### src/rtl/seg_gate_pkg.sv
// Shared types for the segment verification gate.
package seg_gate_pkg;
    // Controller sequencing states
    typedef enum logic [1:0] {
        GS_IDLE  = 2'd0,
        GS_ISSUE = 2'd1,
        GS_WAIT  = 2'd2
    } gate_state_t;
endpackage

### src/rtl/seg_lowest_pick.sv
// Lowest-set-bit picker.
// Does: returns the index of the least significant set bit of vec.
// Assumes: idx is meaningless when any_set is 0.
module seg_lowest_pick #(
    parameter int N = 8,
    parameter int W = 3
) (
    input  logic [N-1:0] vec,
    output logic [W-1:0] idx,
    output logic         any_set
);
    // Scan from the top so the lowest set bit wins
    always_comb begin
        idx     = '0;
        any_set = 1'b0;
        for (int i = N - 1; i >= 0; i--) begin
            if (vec[i]) begin
                idx     = W'(i);
                any_set = 1'b1;
            end
        end
    end
endmodule

### src/rtl/seg_flag_table.sv
// Per-segment proven/locked table.
// Does: holds one proven bit and one lock bit per segment.
// Assumes: set and lock never target the same cycle (controller guarantees);
// clear_all wipes proven bits only and wins over a set in the same cycle.
module seg_flag_table #(
    parameter int N = 8,
    parameter int W = 3
) (
    input  logic         clk,
    input  logic         rst_n,
    input  logic         clear_all,
    input  logic         set_en,
    input  logic [W-1:0] set_idx,
    input  logic         lock_en,
    input  logic [W-1:0] lock_idx,
    output logic [N-1:0] ver_q,
    output logic [N-1:0] lock_q
);
    // Proven flags: reset/clear to 0, set on a pass
    always_ff @(posedge clk) begin
        if (!rst_n)         ver_q <= '0;
        else if (clear_all) ver_q <= '0;
        else if (set_en)    ver_q[set_idx] <= 1'b1;
    end

    // Lock flags: sticky until hard reset
    always_ff @(posedge clk) begin
        if (!rst_n)       lock_q <= '0;
        else if (lock_en) lock_q[lock_idx] <= 1'b1;
    end

    // A segment is never both proven and locked
    assert_proven_not_locked_R6: assert property (@(posedge clk) disable iff (!rst_n)
        (ver_q & lock_q) == '0);

    genvar g;
    generate
        for (g = 0; g < N; g++) begin : g_sticky
            // Lock bits never fall while out of reset
            assert_lock_sticky_R7: assert property (@(posedge clk) disable iff (!rst_n)
                lock_q[g] |=> lock_q[g]);
        end
    endgenerate
endmodule

### src/rtl/seg_out_lock.sv
// Output lane gating.
// Does: ANDs each segment's output lane with that segment's enable.
// Assumes: lanes are packed with segment 0 in the least significant bits.
module seg_out_lock #(
    parameter int N  = 8,
    parameter int DW = 8
) (
    input  logic [N-1:0]    en,
    input  logic [N*DW-1:0] din,
    output logic [N*DW-1:0] dout
);
    genvar g;
    generate
        for (g = 0; g < N; g++) begin : g_lane
            // One AND gate bank per segment lane
            assign dout[g*DW +: DW] = din[g*DW +: DW] & {DW{en[g]}};
        end
    endgenerate
endmodule

### src/rtl/seg_gate_ctrl.sv
// Segment verification gate controller (top).
// Does: stalls requests touching unproven segments, runs their checks one at
// a time in ascending order, records passes, locks failures and gates lanes.
// Assumes: requester holds req_valid/req_mask stable until stall is low;
// the checker answers each chk_start with exactly one chk_done.
module seg_gate_ctrl #(
    parameter int NUM_SEG = 8,
    parameter int DATA_W  = 8,
    localparam int IDX_W  = (NUM_SEG > 1) ? $clog2(NUM_SEG) : 1,
    localparam int BUS_W  = NUM_SEG * DATA_W
) (
    input  logic               clk,
    input  logic               rst_n,
    input  logic               tbl_clear,
    input  logic               req_valid,
    input  logic [NUM_SEG-1:0] req_mask,
    output logic               stall,
    output logic               chk_start,
    output logic [IDX_W-1:0]   chk_seg,
    input  logic               chk_done,
    input  logic               chk_sat,
    output logic [NUM_SEG-1:0] seg_en,
    input  logic [BUS_W-1:0]   seg_din,
    output logic [BUS_W-1:0]   seg_dout
);
    import seg_gate_pkg::*;

    gate_state_t        state_q;
    logic [NUM_SEG-1:0] pend_q;
    logic [IDX_W-1:0]   cur_q;
    logic [NUM_SEG-1:0] ver_q;
    logic [NUM_SEG-1:0] lock_q;
    logic [NUM_SEG-1:0] pend_new;
    logic               blocked;
    logic [IDX_W-1:0]   pick_idx;
    logic               pick_any;
    logic               pass_ev;
    logic               fail_ev;

    seg_flag_table #(.N(NUM_SEG), .W(IDX_W)) u_table (
        .clk(clk), .rst_n(rst_n), .clear_all(tbl_clear),
        .set_en(pass_ev), .set_idx(cur_q),
        .lock_en(fail_ev), .lock_idx(cur_q),
        .ver_q(ver_q), .lock_q(lock_q)
    );

    seg_lowest_pick #(.N(NUM_SEG), .W(IDX_W)) u_pick (
        .vec(pend_q), .idx(pick_idx), .any_set(pick_any)
    );

    seg_out_lock #(.N(NUM_SEG), .DW(DATA_W)) u_lock (
        .en(seg_en), .din(seg_din), .dout(seg_dout)
    );

    // Request decode: which requested segments still need a proof
    always_comb begin
        pend_new = req_mask & ~ver_q;
        blocked  = |(req_mask & lock_q);
    end

    // Verdict decode: only honoured while a check is outstanding
    always_comb begin
        pass_ev = (state_q == GS_WAIT) && chk_done && chk_sat;
        fail_ev = (state_q == GS_WAIT) && chk_done && !chk_sat;
    end

    // Sequencer: latch pending set, issue checks, consume verdicts
    always_ff @(posedge clk) begin
        if (!rst_n) begin
            state_q <= GS_IDLE;
            pend_q  <= '0;
            cur_q   <= '0;
        end else begin
            case (state_q)
                GS_IDLE: begin
                    if (req_valid && !blocked && (|pend_new)) begin
                        pend_q  <= pend_new;
                        state_q <= GS_ISSUE;
                    end
                end
                GS_ISSUE: begin
                    cur_q            <= pick_idx;
                    pend_q[pick_idx] <= 1'b0;
                    state_q          <= GS_WAIT;
                end
                GS_WAIT: begin
                    if (chk_done) begin
                        if (chk_sat && (|pend_q)) begin
                            state_q <= GS_ISSUE;
                        end else begin
                            pend_q  <= '0;
                            state_q <= GS_IDLE;
                        end
                    end
                end
                default: state_q <= GS_IDLE;
            endcase
        end
    end

    // Outputs: stall, checker handshake and enables
    always_comb begin
        stall     = (state_q != GS_IDLE) || (req_valid && (|pend_new));
        chk_start = (state_q == GS_ISSUE);
        chk_seg   = (state_q == GS_ISSUE) ? pick_idx : cur_q;
        seg_en    = ~lock_q;
    end

    // Start is a single-cycle pulse, one check at a time
    assert_start_single_R4: assert property (@(posedge clk) disable iff (!rst_n)
        chk_start |=> !chk_start);

    // A started check always targets an unproven segment
    assert_start_unproven_R4: assert property (@(posedge clk) disable iff (!rst_n)
        chk_start |-> !ver_q[chk_seg]);

    // Next check in a batch follows a pass with a higher index
    assert_ascending_R4: assert property (@(posedge clk) disable iff (!rst_n)
        (state_q == GS_WAIT && chk_done && chk_sat && (|pend_q))
        |=> (chk_start && (chk_seg > $past(cur_q))));

    // The checker only runs while the requester is held
    assert_start_stalls_R3: assert property (@(posedge clk) disable iff (!rst_n)
        chk_start |-> stall);

    // A request touching a locked segment is never granted
    assert_locked_held_R8: assert property (@(posedge clk) disable iff (!rst_n)
        (req_valid && (|(req_mask & ~seg_en))) |-> stall);

    // A failing verdict ends the batch with no further start
    assert_fail_no_start_R6: assert property (@(posedge clk) disable iff (!rst_n)
        fail_ev |=> !chk_start);
endmodule

### config.mk
export PLATFORM = sky130hd
export DESIGN_NAME = seg_gate_ctrl
export DESIGN_NICKNAME = d
export VERILOG_FILES = /design/src/rtl/seg_gate_pkg.sv /design/src/rtl/seg_lowest_pick.sv /design/src/rtl/seg_flag_table.sv /design/src/rtl/seg_out_lock.sv /design/src/rtl/seg_gate_ctrl.sv
export SDC_FILE = /design/constraint.sdc
export NUM_CORES = 1
export LEC_CHECK = 0
export ABC_CLOCK_PERIOD_IN_PS = 2310
export BUFFER_PORTS_ARGS = -buffer_cell sky130_fd_sc_hd__buf_2
export CAP_MARGIN = 20
export CORE_MARGIN = 10
export CORE_UTILIZATION = 39
export CTS_CLUSTER_SIZE = 14
export DETAILED_ROUTE_END_ITERATION = 16
export PLACE_DENSITY = 0.8
export SYNTH_ARGS = -nofsm -noshare
export SYNTH_HDL_FRONTEND = slang
export SYNTH_SLANG_ARGS = --single-unit
### constraint.sdc
create_clock -name clk -period 2.31 [get_ports clk]
set_clock_uncertainty 0.15 [all_clocks]
set_input_delay 0.3465 -clock clk [delete_from_list [all_inputs] [get_ports clk]]
set_output_delay 0.3465 -clock clk [all_outputs]
set_load 0.03 [all_outputs]
Word level (Yosys, flattened, before mapping)
Cells that the tools add are included.
Storage, ports and cells
  bits in registers: 29
  bits in latches: 0
  bits in writable memories: 0
  bits in read-only memories: 0
  input port bits: 78
  output and inout port bits: 77
  logic and storage cells: 73
  memories kept: 0
Cells by class
  add/sub/neg operators: 0
  multipliers: 0
  divide/modulo/power cells: 0
  order comparisons: 4
  eq/ne operators: 5
  shift-type cells: 0
  mux-type cells: 21
  bitwise gates (word level): 17
  reductions and logical operators: 21
Operator list (count)
  $and 8x8->8: 11
  $mux 3: 9
  $mux 8: 3
  $not 8->8: 3
  $pmux 8 s3: 1
  $reduce_or 8->1: 3
  $or 8x8->8: 2
  $logic_and 1x1->1: 9
  $lt 3x4->1 const B: 2
  $demux 1 s3: 2
  $ge 3x1->1 const B: 2
  $ne 2x2->1 const B: 3
  $pmux 2 s3: 1
  $mux 2: 2
  $reduce_and 4->1: 1
  $mux 1: 3
  $reduce_bool 3->1: 1
  $eq 2x1->1 const B: 1
  $eq 2x2->1 const B: 1
  $logic_not 1->1: 2
  $logic_not 2->1: 1
  $reduce_and 2->1: 1
  $reduce_bool 2->1: 1
  $reduce_or 2->1: 1
  other kinds (2): 2

Depth between registers and ports, before layout
Gate-level depths: netlist of the first run.
  word-level depth: 15
  depth in mapped cells: 7
  mapped depth without buffers: 7

Hierarchy
From an unflattened synthesis of the first run, not the netlist that was laid out.
Unflattened totals
  cell total of the unflattened synthesis: 262
  area, all modules: 2055.7 µm²
Modules (own cells, without submodules)
  seg_gate_ctrl: times used 1, cells each 127, area each 960.9 µm², seq. area each 260.2 µm²
  seg_flag_table: times used 1, cells each 58, area each 614.3 µm², seq. area each 320.3 µm²
  seg_out_lock: times used 1, cells each 64, area each 400.4 µm², seq. area each 0.0 µm²
  seg_lowest_pick: times used 1, cells each 13, area each 80.1 µm², seq. area each 0.0 µm²

Worst setup path after synthesis of the first run
OpenSTA, ideal clock, no wires.
  path kind: reg-to-output
  from: register state_q[1]
  to: output port chk_seg[1]
  arrival time: 1552 ps
  required time: 1814 ps
  slack: 262 ps
  stages on the path, launching flop included: 4
  buffers on the path: 0
  path through: dfxtp_1 -> inv_1 -> ha_1 -> o21ai_0
Between the ends
  word-level cells in the longest chain between the ends: 2
RTL lines
  start, declared: RTL line seg_gate_ctrl.sv:28  | gate_state_t state_q;
  start signal, assigned: RTL line seg_gate_ctrl.sv:70  | state_q <= GS_IDLE;
  start signal, assigned: RTL line seg_gate_ctrl.sv:78  | state_q <= GS_ISSUE;
  start signal, assigned: RTL line seg_gate_ctrl.sv:84  | state_q <= GS_WAIT;
  $eq 2x1->1
  via chk_start: RTL line seg_gate_ctrl.sv:18  | output logic chk_start,
  $mux 3
  end, declared: RTL line seg_gate_ctrl.sv:19  | output logic [IDX_W-1:0] chk_seg,
The timed path passes the listed nets, and every way through them passes these cells.

Worst setup path in the final report of the first run
  from: register state_q[1]
  to: output port chk_seg[2]
Between the ends
  word-level cells in the longest chain between the ends: 2
RTL lines
  $eq 2x1->1: RTL line seg_gate_ctrl.sv:105  | chk_seg = (state_q == GS_ISSUE) ? pick_idx : cur_q;
  $mux 3
Every way passes these cells.

==> results of run 1 <==
[final timing paths]
path	startpoint	to	slack, ns
max	state_q[1]	chk_seg[2]	0.10
min	req_mask[6]	pend_q[6]	0.24
max reg2reg	state_q[0]	pend_q[5]	0.23
min reg2reg	u_table.ver_q[0]	u_table.ver_q[0]	0.31
[final cells by class]
| cell class | instances | share of cell area [%] |
|---|---|---|
| sequential | 29 | 20.49 |
| tap | 67 | 2.959 |
| timing repair buffer | 157 | 28.00 |
| clock buffer | 7 | 3.048 |
| inverter | 19 | 2.518 |
| multi-input combinational | 195 | 42.98 |
[cell usage in the layout (no fill, tap or decap), types with 4 or more instances in the layout]
cell type	n
sky130_fd_sc_hd__a211oi_1	6
sky130_fd_sc_hd__o32ai_1	6
sky130_fd_sc_hd__clkbuf_8	6
sky130_fd_sc_hd__a22oi_1	4
sky130_fd_sc_hd__nand2_1	12
sky130_fd_sc_hd__nor2b_1	67
sky130_fd_sc_hd__inv_1	19
sky130_fd_sc_hd__nor2_1	24
sky130_fd_sc_hd__nand3_1	5
sky130_fd_sc_hd__dfxtp_1	29
sky130_fd_sc_hd__a31oi_1	6
sky130_fd_sc_hd__a21oi_1	21
sky130_fd_sc_hd__buf_2	154
sky130_fd_sc_hd__nand2b_1	11
sky130_fd_sc_hd__ha_1	4
[per-layer routing]
layer  vias up  part of all wire, %  global-route usage [%]
li1       1154                    -                       -
met1      1048                   37                   17.57
met2       130                   50                   32.20
met3        10                   12                   8.645
met4         0                  1.6                   5.040
met5         -                    0                       0
[power by group through the flow]
stage | Clock [W] | Combinational, W | Sequential [W]
after floorplan | 0 | 0.000837 | 0.000658
after global placement | 0 | 0.00116 | 0.000686
after detailed placement | 0 | 0.00116 | 0.000690
after CTS | 0.000435 | 0.00118 | 0.000681
after global routing | 0.000460 | 0.00129 | 0.000692
final | 0.000432 | 0.00118 | 0.000684
[cell families (layout without fill, tap and decap cells)]
kind of cell             after synthesis  in the layout  synth area share (%)
AND/OR/NAND/NOR                      133            133                 39.37
flip-flops                            29             29                 30.45
multiplexers                           3              3                 1.640
adder cells (fa/ha/maj)                4              4                 2.625
buffers and inverters                 29            183                 5.708
AO/OA/AOI/OAI                         55             55                 20.21
[cell usage after synthesis (all sizes together), types with 3 or more instances]
cell	count	area share [%]
a211oi	6	2.4
a21oi	21	5.5
a22oi	4	1.6
a31oi	6	2.0
clkbuf	9	1.8
dfxtp	29	30
ha	4	2.6
inv	19	3.7
nand2	13	3.0
nand2b	11	3.6
nand3	5	1.3
nor2	24	4.7
nor2b	67	22
o211ai	4	2.6
o21ai	3	0.79
o32ai	6	2.8
or2	3	0.98
[state kept, by name, summed over array words and instances, names as in the netlist]
signal	cells
cur_q	3
pend_q	8
state_q	2
u_table.lock_q	8
u_table.ver_q	8
[per-stage QoR]
step	cells	hold WS (ns)	instance area, µm²	setup WS (ns)	utilization (%)
CTS	474	0.2428	2833	0.1554	59.97
floorplan	253	0.2780	1907	0.2619	-
detailed placement	467	0.2970	2746	0.2398	58.15
global placement	467	0.2902	2746	0.2982	58.15
global route	474	0.2590	2833	0.05043	59.97
finish	474	0.2418	2833	0.1038	59.97
[worst max-delay path, cell delays in order (launching register included)]
cell,delay [ns]
sky130_fd_sc_hd__dfxtp_1,0.39
sky130_fd_sc_hd__inv_1,0.09
sky130_fd_sc_hd__ha_1,0.31
sky130_fd_sc_hd__o21ai_0,0.35
sky130_fd_sc_hd__buf_2,0.27
==> impl_metrics.py, run 1 <==
metrics = {
    "run_status": {
        "status": "finished, final reports clean",
    },
    "cts": {
        "clk-insertion-delay-late_ns": 0.29,
        "post_cts_buffers": 0,
        "cts_sinks": 29,
        "clock_pin_slew_on_the_worst_setup_and_hold_paths_ns": 0.07,
        "hold_buffers": 0,
        "ctsHtreeMaxLevel": 2,
        "cts_max_path_buffers": 2,
        "cts-buffers-inserted": 5,
        "tritoncts_clock_tree": "built",
        "cts-resized-gates": 0,
        "cts_root_buffer": "sky130_fd_sc_hd__clkbuf_8",
    },
    "floorplanning": {
        "io-pin-count": 155,
        "core-area_mm2": 0.004723,
        "die-area_mm2": 0.008087,
        "fp.dieW_um": 89.93,
        "die_height_um": 89.93,
        "initial_utilization_pct": 40.37,
        "rows": 25,
    },
    "setup_path": {
        "path_class": "flip-flop to primary output",
        "cp-end-kind": "primary output",
        "worstRegToRegCells": 7,
        "worst_ep_arrival_time_ns": 1.71,
        "worst-path-max-fanout": 9,
        "cp_launch_type": "flip-flop",
        "worstPathRequired_ns": 1.81,
    },
    "detailed_routing": {
        "detail_route.first_pass.iterations": 5,
        "via_count": 2342,
        "wl_mm": 7.588,
        "initial_detailed_routing_violation_count": 146,
        "wl_per_cell_um": 16.01,
        "drt.antenna.violating_nets": 0,
        "drcViolationCount": 0,
        "via_per_inst": 4.941,
    },
    "power_and_ir_drop": {
        "switching_power_w": 0.001028,
        "cellInternalPower_w": 0.001272,
        "static-leakage-power_nw": 1.357,
        "finalPower_w": 0.002299,
        "peakVddDrop_uv": 425.3,
        "power_switching_share_pct": 44.69,
        "pwr_density_cell_mw_per_mm2": 811.7,
        "share_clk_of_total_power_pct": 18.8,
        "p_comb_share_pct": 51.4,
        "share_seq_of_total_power_pct": 29.8,
    },
    "hold_path": {
        "timing.hold.worst_path_depth": 3,
        "timing.hold.worst.class": "input port to flip-flop",
    },
    "timing": {
        "timing.final.max_slew_violations": 0,
        "period_needed_ns": 2.206,
        "max_slew_margin_pct": 65.75,
        "final.setup.tns_ns": 0,
        "setup_viol": 0,
        "setup_repair_after_global_routing_missed_its_margin": "false",
        "worstMarginPinSlew_ns": 0.5098,
        "fmaxAchievable_mhz": 453.3,
        "finalHoldViolCount": 0,
        "fin_crit_sh_pct": 95.51,
    },
    "finish": {
        "combined_area_of_the_multi_input_logic_cells_mm2": 0.001217,
        "antenna-diode-count": 0,
        "post_route_cells_drive_above_1_share_pct": 43.00,
        "area_growth_pct": 48.56,
        "final.fill_count": 438,
        "ff_latch_area_um2": 580.6,
        "layout.nets": 489,
    },
    "synth": {
        "synth_enable_flop_cells": 0,
        "synth_seq_area_share_pct": 30.45,
        "mean_cell_area_of_the_mapped_netlist_um2": 7.537,
        "synth_cell_types": 34,
        "proportion_of_register_bits_with_asynchronous_set_or_reset_after_synthesis_pct": 0,
        "dominantRegCellSynth": "sky130_fd_sc_hd__dfxtp_1",
        "mappedNetlistNets": 335,
        "synth_cells": 253,
        "ys.warnings.count": 0,
        "ys_seq_elements": 29,
        "synthesis.area_mm2": 0.001907,
    },
    "global_routing": {
        "gr-total-overflow": 0,
        "track_usage_pct": 17.78,
        "maximum_number_of_pins_on_one_net_before_global_route_repair": 15,
        "grt_pass1_vias": 2494,
        "grt_pass1_wl_mm": 12.14,
        "antenna_found_initial": 0,
    },
    "place": {
        "io_buffer_count": 154,
        "gp_congestion": 0.8845,
        "post-dp-hpwl_mm": 6.290,
    },
    "run": {
        "maxcap_viol_count": 0,
    },
}
(Power assumes the default switching activity.)
==> inputs of run 2 (changes only) <==
--- a/config.mk
+++ b/config.mk
@@ -13,6 +13,7 @@
 export CTS_CLUSTER_SIZE = 14
 export DETAILED_ROUTE_END_ITERATION = 16
 export PLACE_DENSITY = 0.8
+export REMOVE_ABC_BUFFERS = 1
 export SYNTH_ARGS = -nofsm -noshare
 export SYNTH_HDL_FRONTEND = slang
 export SYNTH_SLANG_ARGS = --single-unit
==> run 2 against run 1 <==
  * Design area up 1.5%
  * Critical path depth is 1 higher
  * Power increased by 5.0%
  * First-iteration DRC count increased by 15%
  * Maximum frequency rose by 0.67%
  * Utilization up 0.87 points
  * Critical path type unchanged
  * Critical endpoint is now chk_seg[1]
  * Largest power group unchanged
==> impl_metrics.py, run 2 (synthesis results as in run 1) <==
metrics = {
    "floorplanning": {
        "die_height_um": 89.93,
        "io-pin-count": 155,
        "rows": 25,
        "die-area_mm2": 0.008087,
        "initial_utilization_pct": 40.37,
        "core-area_mm2": 0.004723,
        "fp.dieW_um": 89.93,
    },
    "global_routing": {
        "track_usage_pct": 18.84,
        "grt_pass1_vias": 2324,
        "gr-total-overflow": 0,
        "met1_routing_resource_usage_after_global_routing_pct": 20.87,
        "maximum_number_of_pins_on_one_net_before_global_route_repair": 15,
        "grt_pass1_wl_mm": 12.61,
        "met3_usage_pct": 7.149,
        "antenna_found_initial": 0,
        "grt_busiest_layer": "met2",
        "use_met2_pct": 33.29,
    },
    "setup_path": {
        "worst-path-max-fanout": 5,
        "cp-end-kind": "primary output",
        "worstPathRequired_ns": 1.81,
        "cp_launch_type": "flip-flop",
        "path_class": "flip-flop to primary output",
        "worst_ep_arrival_time_ns": 1.69,
        "worst_path_largest_cell_delay_ns": 0.42,
        "cpMaxStageDelayCell": "sky130_fd_sc_hd__o311ai_0",
        "path_cells": "nor2_1 > o311ai_0 > nand3_1 > o21ai_0 > buf_2",
    },
    "place": {
        "placed_instances": 468,
        "post-dp-hpwl_mm": 6.771,
        "io_buffer_count": 154,
        "dpl-instance-area_mm2": 0.002754,
        "gp_congestion": 0.8892,
        "place_ws_ns": 0.2608,
    },
    "finish": {
        "antenna-diode-count": 0,
        "top_regs": "pend_q (8), u_table.lock_q (8), u_table.ver_q (8)",
        "post_route_cells_drive_above_1_share_pct": 43.52,
        "finish.instance_area_mm2": 0.002874,
        "final.fill_count": 439,
        "area_growth_pct": 50.72,
        "layout.cells.non_filler": 476,
        "layout.nets": 490,
        "mostFrequentLayoutCell": "sky130_fd_sc_hd__buf_2",
        "mostFrequentLayoutCells": "sky130_fd_sc_hd__buf_2 (154), sky130_fd_sc_hd__nor2b_1 (67), sky130_fd_sc_hd__dfxtp_1 (29)",
    },
    "detailed_routing": {
        "wl_per_cell_um": 16.84,
        "drcViolationCount": 0,
        "wl_mm": 8.015,
        "via_per_inst": 4.924,
        "via_count": 2344,
        "detail_route.first_pass.iterations": 4,
        "initial_detailed_routing_violation_count": 168,
        "drt.antenna.violating_nets": 0,
    },
    "cts": {
        "clk-insertion-delay-late_ns": 0.28,
        "cts_max_path_buffers": 2,
        "cts_root_buffer": "sky130_fd_sc_hd__clkbuf_8",
        "clock_pin_slew_on_the_worst_setup_and_hold_paths_ns": 0.06,
        "post_cts_buffers": 0,
        "cts-resized-gates": 0,
        "tritoncts_clock_tree": "built",
        "hold_buffers": 0,
        "ctsHtreeMaxLevel": 2,
        "cts_sinks": 29,
        "cts-buffers-inserted": 5,
    },
    "timing": {
        "setup_viol": 0,
        "timing.final.max_slew_violations": 0,
        "fin_crit_sh_pct": 94.87,
        "period_needed_ns": 2.191,
        "max_slew_margin_pct": 62.82,
        "final.setup.tns_ns": 0,
        "finalHoldViolCount": 0,
        "setup_repair_after_global_routing_missed_its_margin": "false",
        "worst_slack_ns": 0.1186,
        "fmaxAchievable_mhz": 456.3,
        "worstMarginPinSlew_ns": 0.5535,
    },
    "power_and_ir_drop": {
        "static-leakage-power_nw": 1.378,
        "finalPower_w": 0.002415,
        "pwr_density_cell_mw_per_mm2": 840.4,
        "peakVddDrop_uv": 537.7,
    },
    "run": {
        "maxcap_viol_count": 0,
    },
    "hold_path": {
        "timing.hold.worst.class": "input port to flip-flop",
    },
    "run_status": {
        "status": "finished, final reports clean",
    },
}
-- run 2: changes by cell type in the layout (fill, tap and decap cells not counted), sizes merged --
cell    change
bufinv      +1
buf         +1
-- run 2: layout make-up --
type / count / area [µm²] / area share (%)
Timing Repair Buffer: 158 / 800.8 / 27.86
Clock buffer: 7 / 86.33 / 3.004
Tap cell: 67 / 83.83 / 2.917
Multi-Input combinational cell: 195 / 1221 / 42.49
Clock inverter: 1 / 30.03 / 1.045
Sequential cell: 29 / 580.6 / 20.20
Inverter: 19 / 71.32 / 2.481
-- run 2: routing by layer --
| metal | vias up | share of wire, % |
|---|---|---|
| met5 | - | 0 |
| met4 | 0 | 1.8 |
| met3 | 13 | 8.0 |
| met2 | 105 | 50 |
| met1 | 1064 | 41 |
| li1 | 1162 | - |
-- run 2: path summary, 6_finish.rpt --
| path | startpoint | end | slack, ns | cells after the start |
|---|---|---|---|---|
| setup / recovery | pend_q[6] | chk_seg[1] | 0.12 | 5 |
| hold / removal | req_mask[6] | pend_q[6] | 0.26 | 3 |
| setup reg to reg | pend_q[3] | pend_q[7] | 0.21 | 5 |
| hold reg to reg | u_table.ver_q[1] | u_table.ver_q[1] | 0.31 | 2 |
-- run 2: critical path: cells and delay by family (launching register included) --
kind	cells	cell delay (ns)
flops	1	0.40
simple gates	2	0.23
buf+inv	1	0.23
compound gates	2	0.54
-- run 2: metrics by stage --
step | hold slack (ns) | utilization, %
2_1_floorplan | 0.2780 | -
3_3_place_gp | 0.2892 | 58.30
3_5_place_dp | 0.2960 | 58.30
4_1_cts | 0.2581 | 60.77
5_1_grt | 0.2818 | 60.85
6_report | 0.2578 | 60.85
-- run 2: report_power, final --
part           internal [W]  switching, W  total [W]  leakage (nW)
Sequential         0.000580     0.0000948   0.000675         0.235
Combinational      0.000454      0.000740    0.00119          1.08
Clock              0.000351      0.000196   0.000547        0.0585
==> inputs of run 3 (changes only) <==
--- a/config.mk
+++ b/config.mk
@@ -12,7 +12,7 @@
 export CORE_UTILIZATION = 39
 export CTS_CLUSTER_SIZE = 14
 export DETAILED_ROUTE_END_ITERATION = 16
-export PLACE_DENSITY = 0.8
+export PLACE_DENSITY_LB_ADDON = 0.1
 export REMOVE_ABC_BUFFERS = 1
 export SYNTH_ARGS = -nofsm -noshare
 export SYNTH_HDL_FRONTEND = slang
==> run 3 against run 2 <==
  * Die area unchanged
  * Largest power group unchanged
  * Register-to-register slack improved by 0.05 ns
  * Routed wire length down 7.2%
  * Combinational power about the same
==> impl_metrics.py, run 3 (synthesis results as in run 1) <==
metrics = {
    "run_status": {
        "status": "finished, final reports clean",
    },
    "setup_path": {
        "critical_path.n_buffers_inverters": 1,
        "worstPathRequired_ns": 1.81,
        "cpMaxStageDelayCell": "sky130_fd_sc_hd__nor4_1",
        "cp_launch_type": "flip-flop",
        "critPathTopFamily": "simple AND/OR/NAND/NOR gates",
        "path_class": "flip-flop to primary output",
        "path_cells": "nor4_1 > nand3_1 > o21ai_0 > buf_2",
        "worst-path-max-fanout": 4,
        "cp-end-kind": "primary output",
        "worst_path_largest_cell_delay_ns": 0.50,
        "worst_ep_arrival_time_ns": 1.72,
    },
    "finish": {
        "finish.instance_area_mm2": 0.002848,
        "area_growth_pct": 49.34,
        "top_regs": "pend_q (8), u_table.lock_q (8), u_table.ver_q (8)",
        "post_route_cells_drive_above_1_share_pct": 43.28,
        "postLayoutCoreUtil_pct": 60.29,
        "mostFrequentLayoutCells": "sky130_fd_sc_hd__buf_2 (154), sky130_fd_sc_hd__nor2b_1 (67), sky130_fd_sc_hd__dfxtp_1 (29)",
        "antenna-diode-count": 0,
        "layout.nets": 491,
        "mostFrequentLayoutCell": "sky130_fd_sc_hd__buf_2",
    },
    "timing": {
        "finalHoldViolCount": 0,
        "worstMarginPinSlew_ns": 0.5233,
        "fmaxAchievable_mhz": 452.1,
        "final.setup.tns_ns": 0,
        "fin_crit_sh_pct": 95.75,
        "period_needed_ns": 2.212,
        "timing.final.max_slew_violations": 0,
        "max_slew_margin_pct": 64.85,
        "setup_repair_after_global_routing_missed_its_margin": "false",
        "setup_viol": 0,
    },
    "detailed_routing": {
        "initial_detailed_routing_violation_count": 178,
        "wl_per_cell_um": 15.62,
        "via_count": 2321,
        "drt.antenna.violating_nets": 0,
        "drcViolationCount": 0,
        "detail_route.first_pass.iterations": 4,
        "via_per_inst": 4.876,
        "wl_mm": 7.436,
    },
    "power_and_ir_drop": {
        "pwr_density_cell_mw_per_mm2": 806.2,
        "cellInternalPower_w": 0.001266,
        "power_switching_share_pct": 44.86,
        "peakVddDrop_uv": 650.9,
        "switching_power_w": 0.001030,
        "share_clk_of_total_power_pct": 18.7,
        "static-leakage-power_nw": 1.369,
        "finalPower_w": 0.002296,
        "p_comb_share_pct": 51.8,
        "share_seq_of_total_power_pct": 29.5,
    },
    "place": {
        "gp_congestion": 0.9378,
        "dpl-instance-area_mm2": 0.002761,
        "post-dp-hpwl_mm": 6.215,
        "io_buffer_count": 154,
    },
    "floorplanning": {
        "initial_utilization_pct": 40.37,
        "rows": 25,
        "die_height_um": 89.93,
        "die-area_mm2": 0.008087,
        "fp.dieW_um": 89.93,
        "io-pin-count": 155,
        "core-area_mm2": 0.004723,
    },
    "cts": {
        "tritoncts_clock_tree": "built",
        "ctsHtreeMaxLevel": 2,
        "cts-buffers-inserted": 5,
        "cts_max_path_buffers": 2,
        "clk-insertion-delay-late_ns": 0.29,
        "clock_pin_slew_on_the_worst_setup_and_hold_paths_ns": 0.06,
        "cts_root_buffer": "sky130_fd_sc_hd__clkbuf_8",
        "cts_sinks": 29,
        "post_cts_buffers": 0,
    },
    "run": {
        "maxcap_viol_count": 0,
    },
    "global_routing": {
        "grt_pass1_vias": 2299,
        "gr-total-overflow": 0,
        "track_usage_pct": 17.47,
        "maximum_number_of_pins_on_one_net_before_global_route_repair": 15,
        "antenna_found_initial": 0,
        "grt_pass1_wl_mm": 11.80,
    },
    "hold_path": {
        "timing.hold.worst.class": "input port to flip-flop",
    },
}
-- run 3: cell types whose count changed in the layout (fill, tap and decap cells not counted), sizes merged --
cell | previous run | this run
buf | 158 | 159
bufinv | 1 | 0
-- run 3: area by class of cell --
class,instances,area (µm²)
clock buffer,7,86.33
fill,441,1876
inverter,19,71.32
multi-input combinational,195,1217
sequential,29,580.6
tap,67,83.83
timing repair buffer,159,808.3
-- run 3: path summary, 6_finish.rpt --
| path | end | startpoint | slack [ns] | depth (start not counted) |
|---|---|---|---|---|
| hold / removal | pend_q[7] | req_mask[7] | 0.26 | 3 |
| setup / recovery | chk_seg[2] | pend_q[3] | 0.1 | 4 |
| setup reg to reg | pend_q[3] | pend_q[4] | 0.26 | 5 |
| hold reg to reg | u_table.ver_q[1] | u_table.ver_q[1] | 0.31 | 2 |
-- run 3: power groups by stage --
stage / combinational, W / clock (W) / sequential (W)
after floorplan: 0.000826 / 0 / 0.000661
final: 0.00119 / 0.000429 / 0.000677
after detailed placement: 0.00117 / 0 / 0.000684
after CTS: 0.00118 / 0.000431 / 0.000673
after global routing: 0.00130 / 0.000441 / 0.000694
after global placement: 0.00118 / 0 / 0.000681
-- run 3: worst register-to-register path, stage by stage (launching register included) --
cell and delay, ns:
sky130_fd_sc_hd__dfxtp_1 0.35, sky130_fd_sc_hd__or4_4 0.58, sky130_fd_sc_hd__o211ai_4 0.25, sky130_fd_sc_hd__nand2_4 0.12
sky130_fd_sc_hd__a21o_4 0.24, sky130_fd_sc_hd__o32ai_1 0.27
-- run 3: per-stage QoR --
step           worst slack [ns]  hold slack, ns  cells
2_1_floorplan            0.2619          0.2780    243
3_3_place_gp             0.3574          0.2892    469
3_5_place_dp             0.2899          0.2977    469
4_1_cts                  0.1330          0.2597    476
5_1_grt                 0.04950          0.2921    476
6_report                0.09812          0.2560    476
-- run 3: routing by layer --
metal	vias to the layer above	part of all wire, %	global-route usage (%)
met3	11	9.3	5.819
met5	-	0	0
li1	1164	-	-
met1	1009	44	20.53
met4	0	1.3	5.172
met2	137	46	29.36
-- run 3: repair_timing --
item / in CTS / in global routing
gates resized for setup: 0 / 1
hold buffers: 0 / 0
endpoints found under the setup margin: 0 / 1
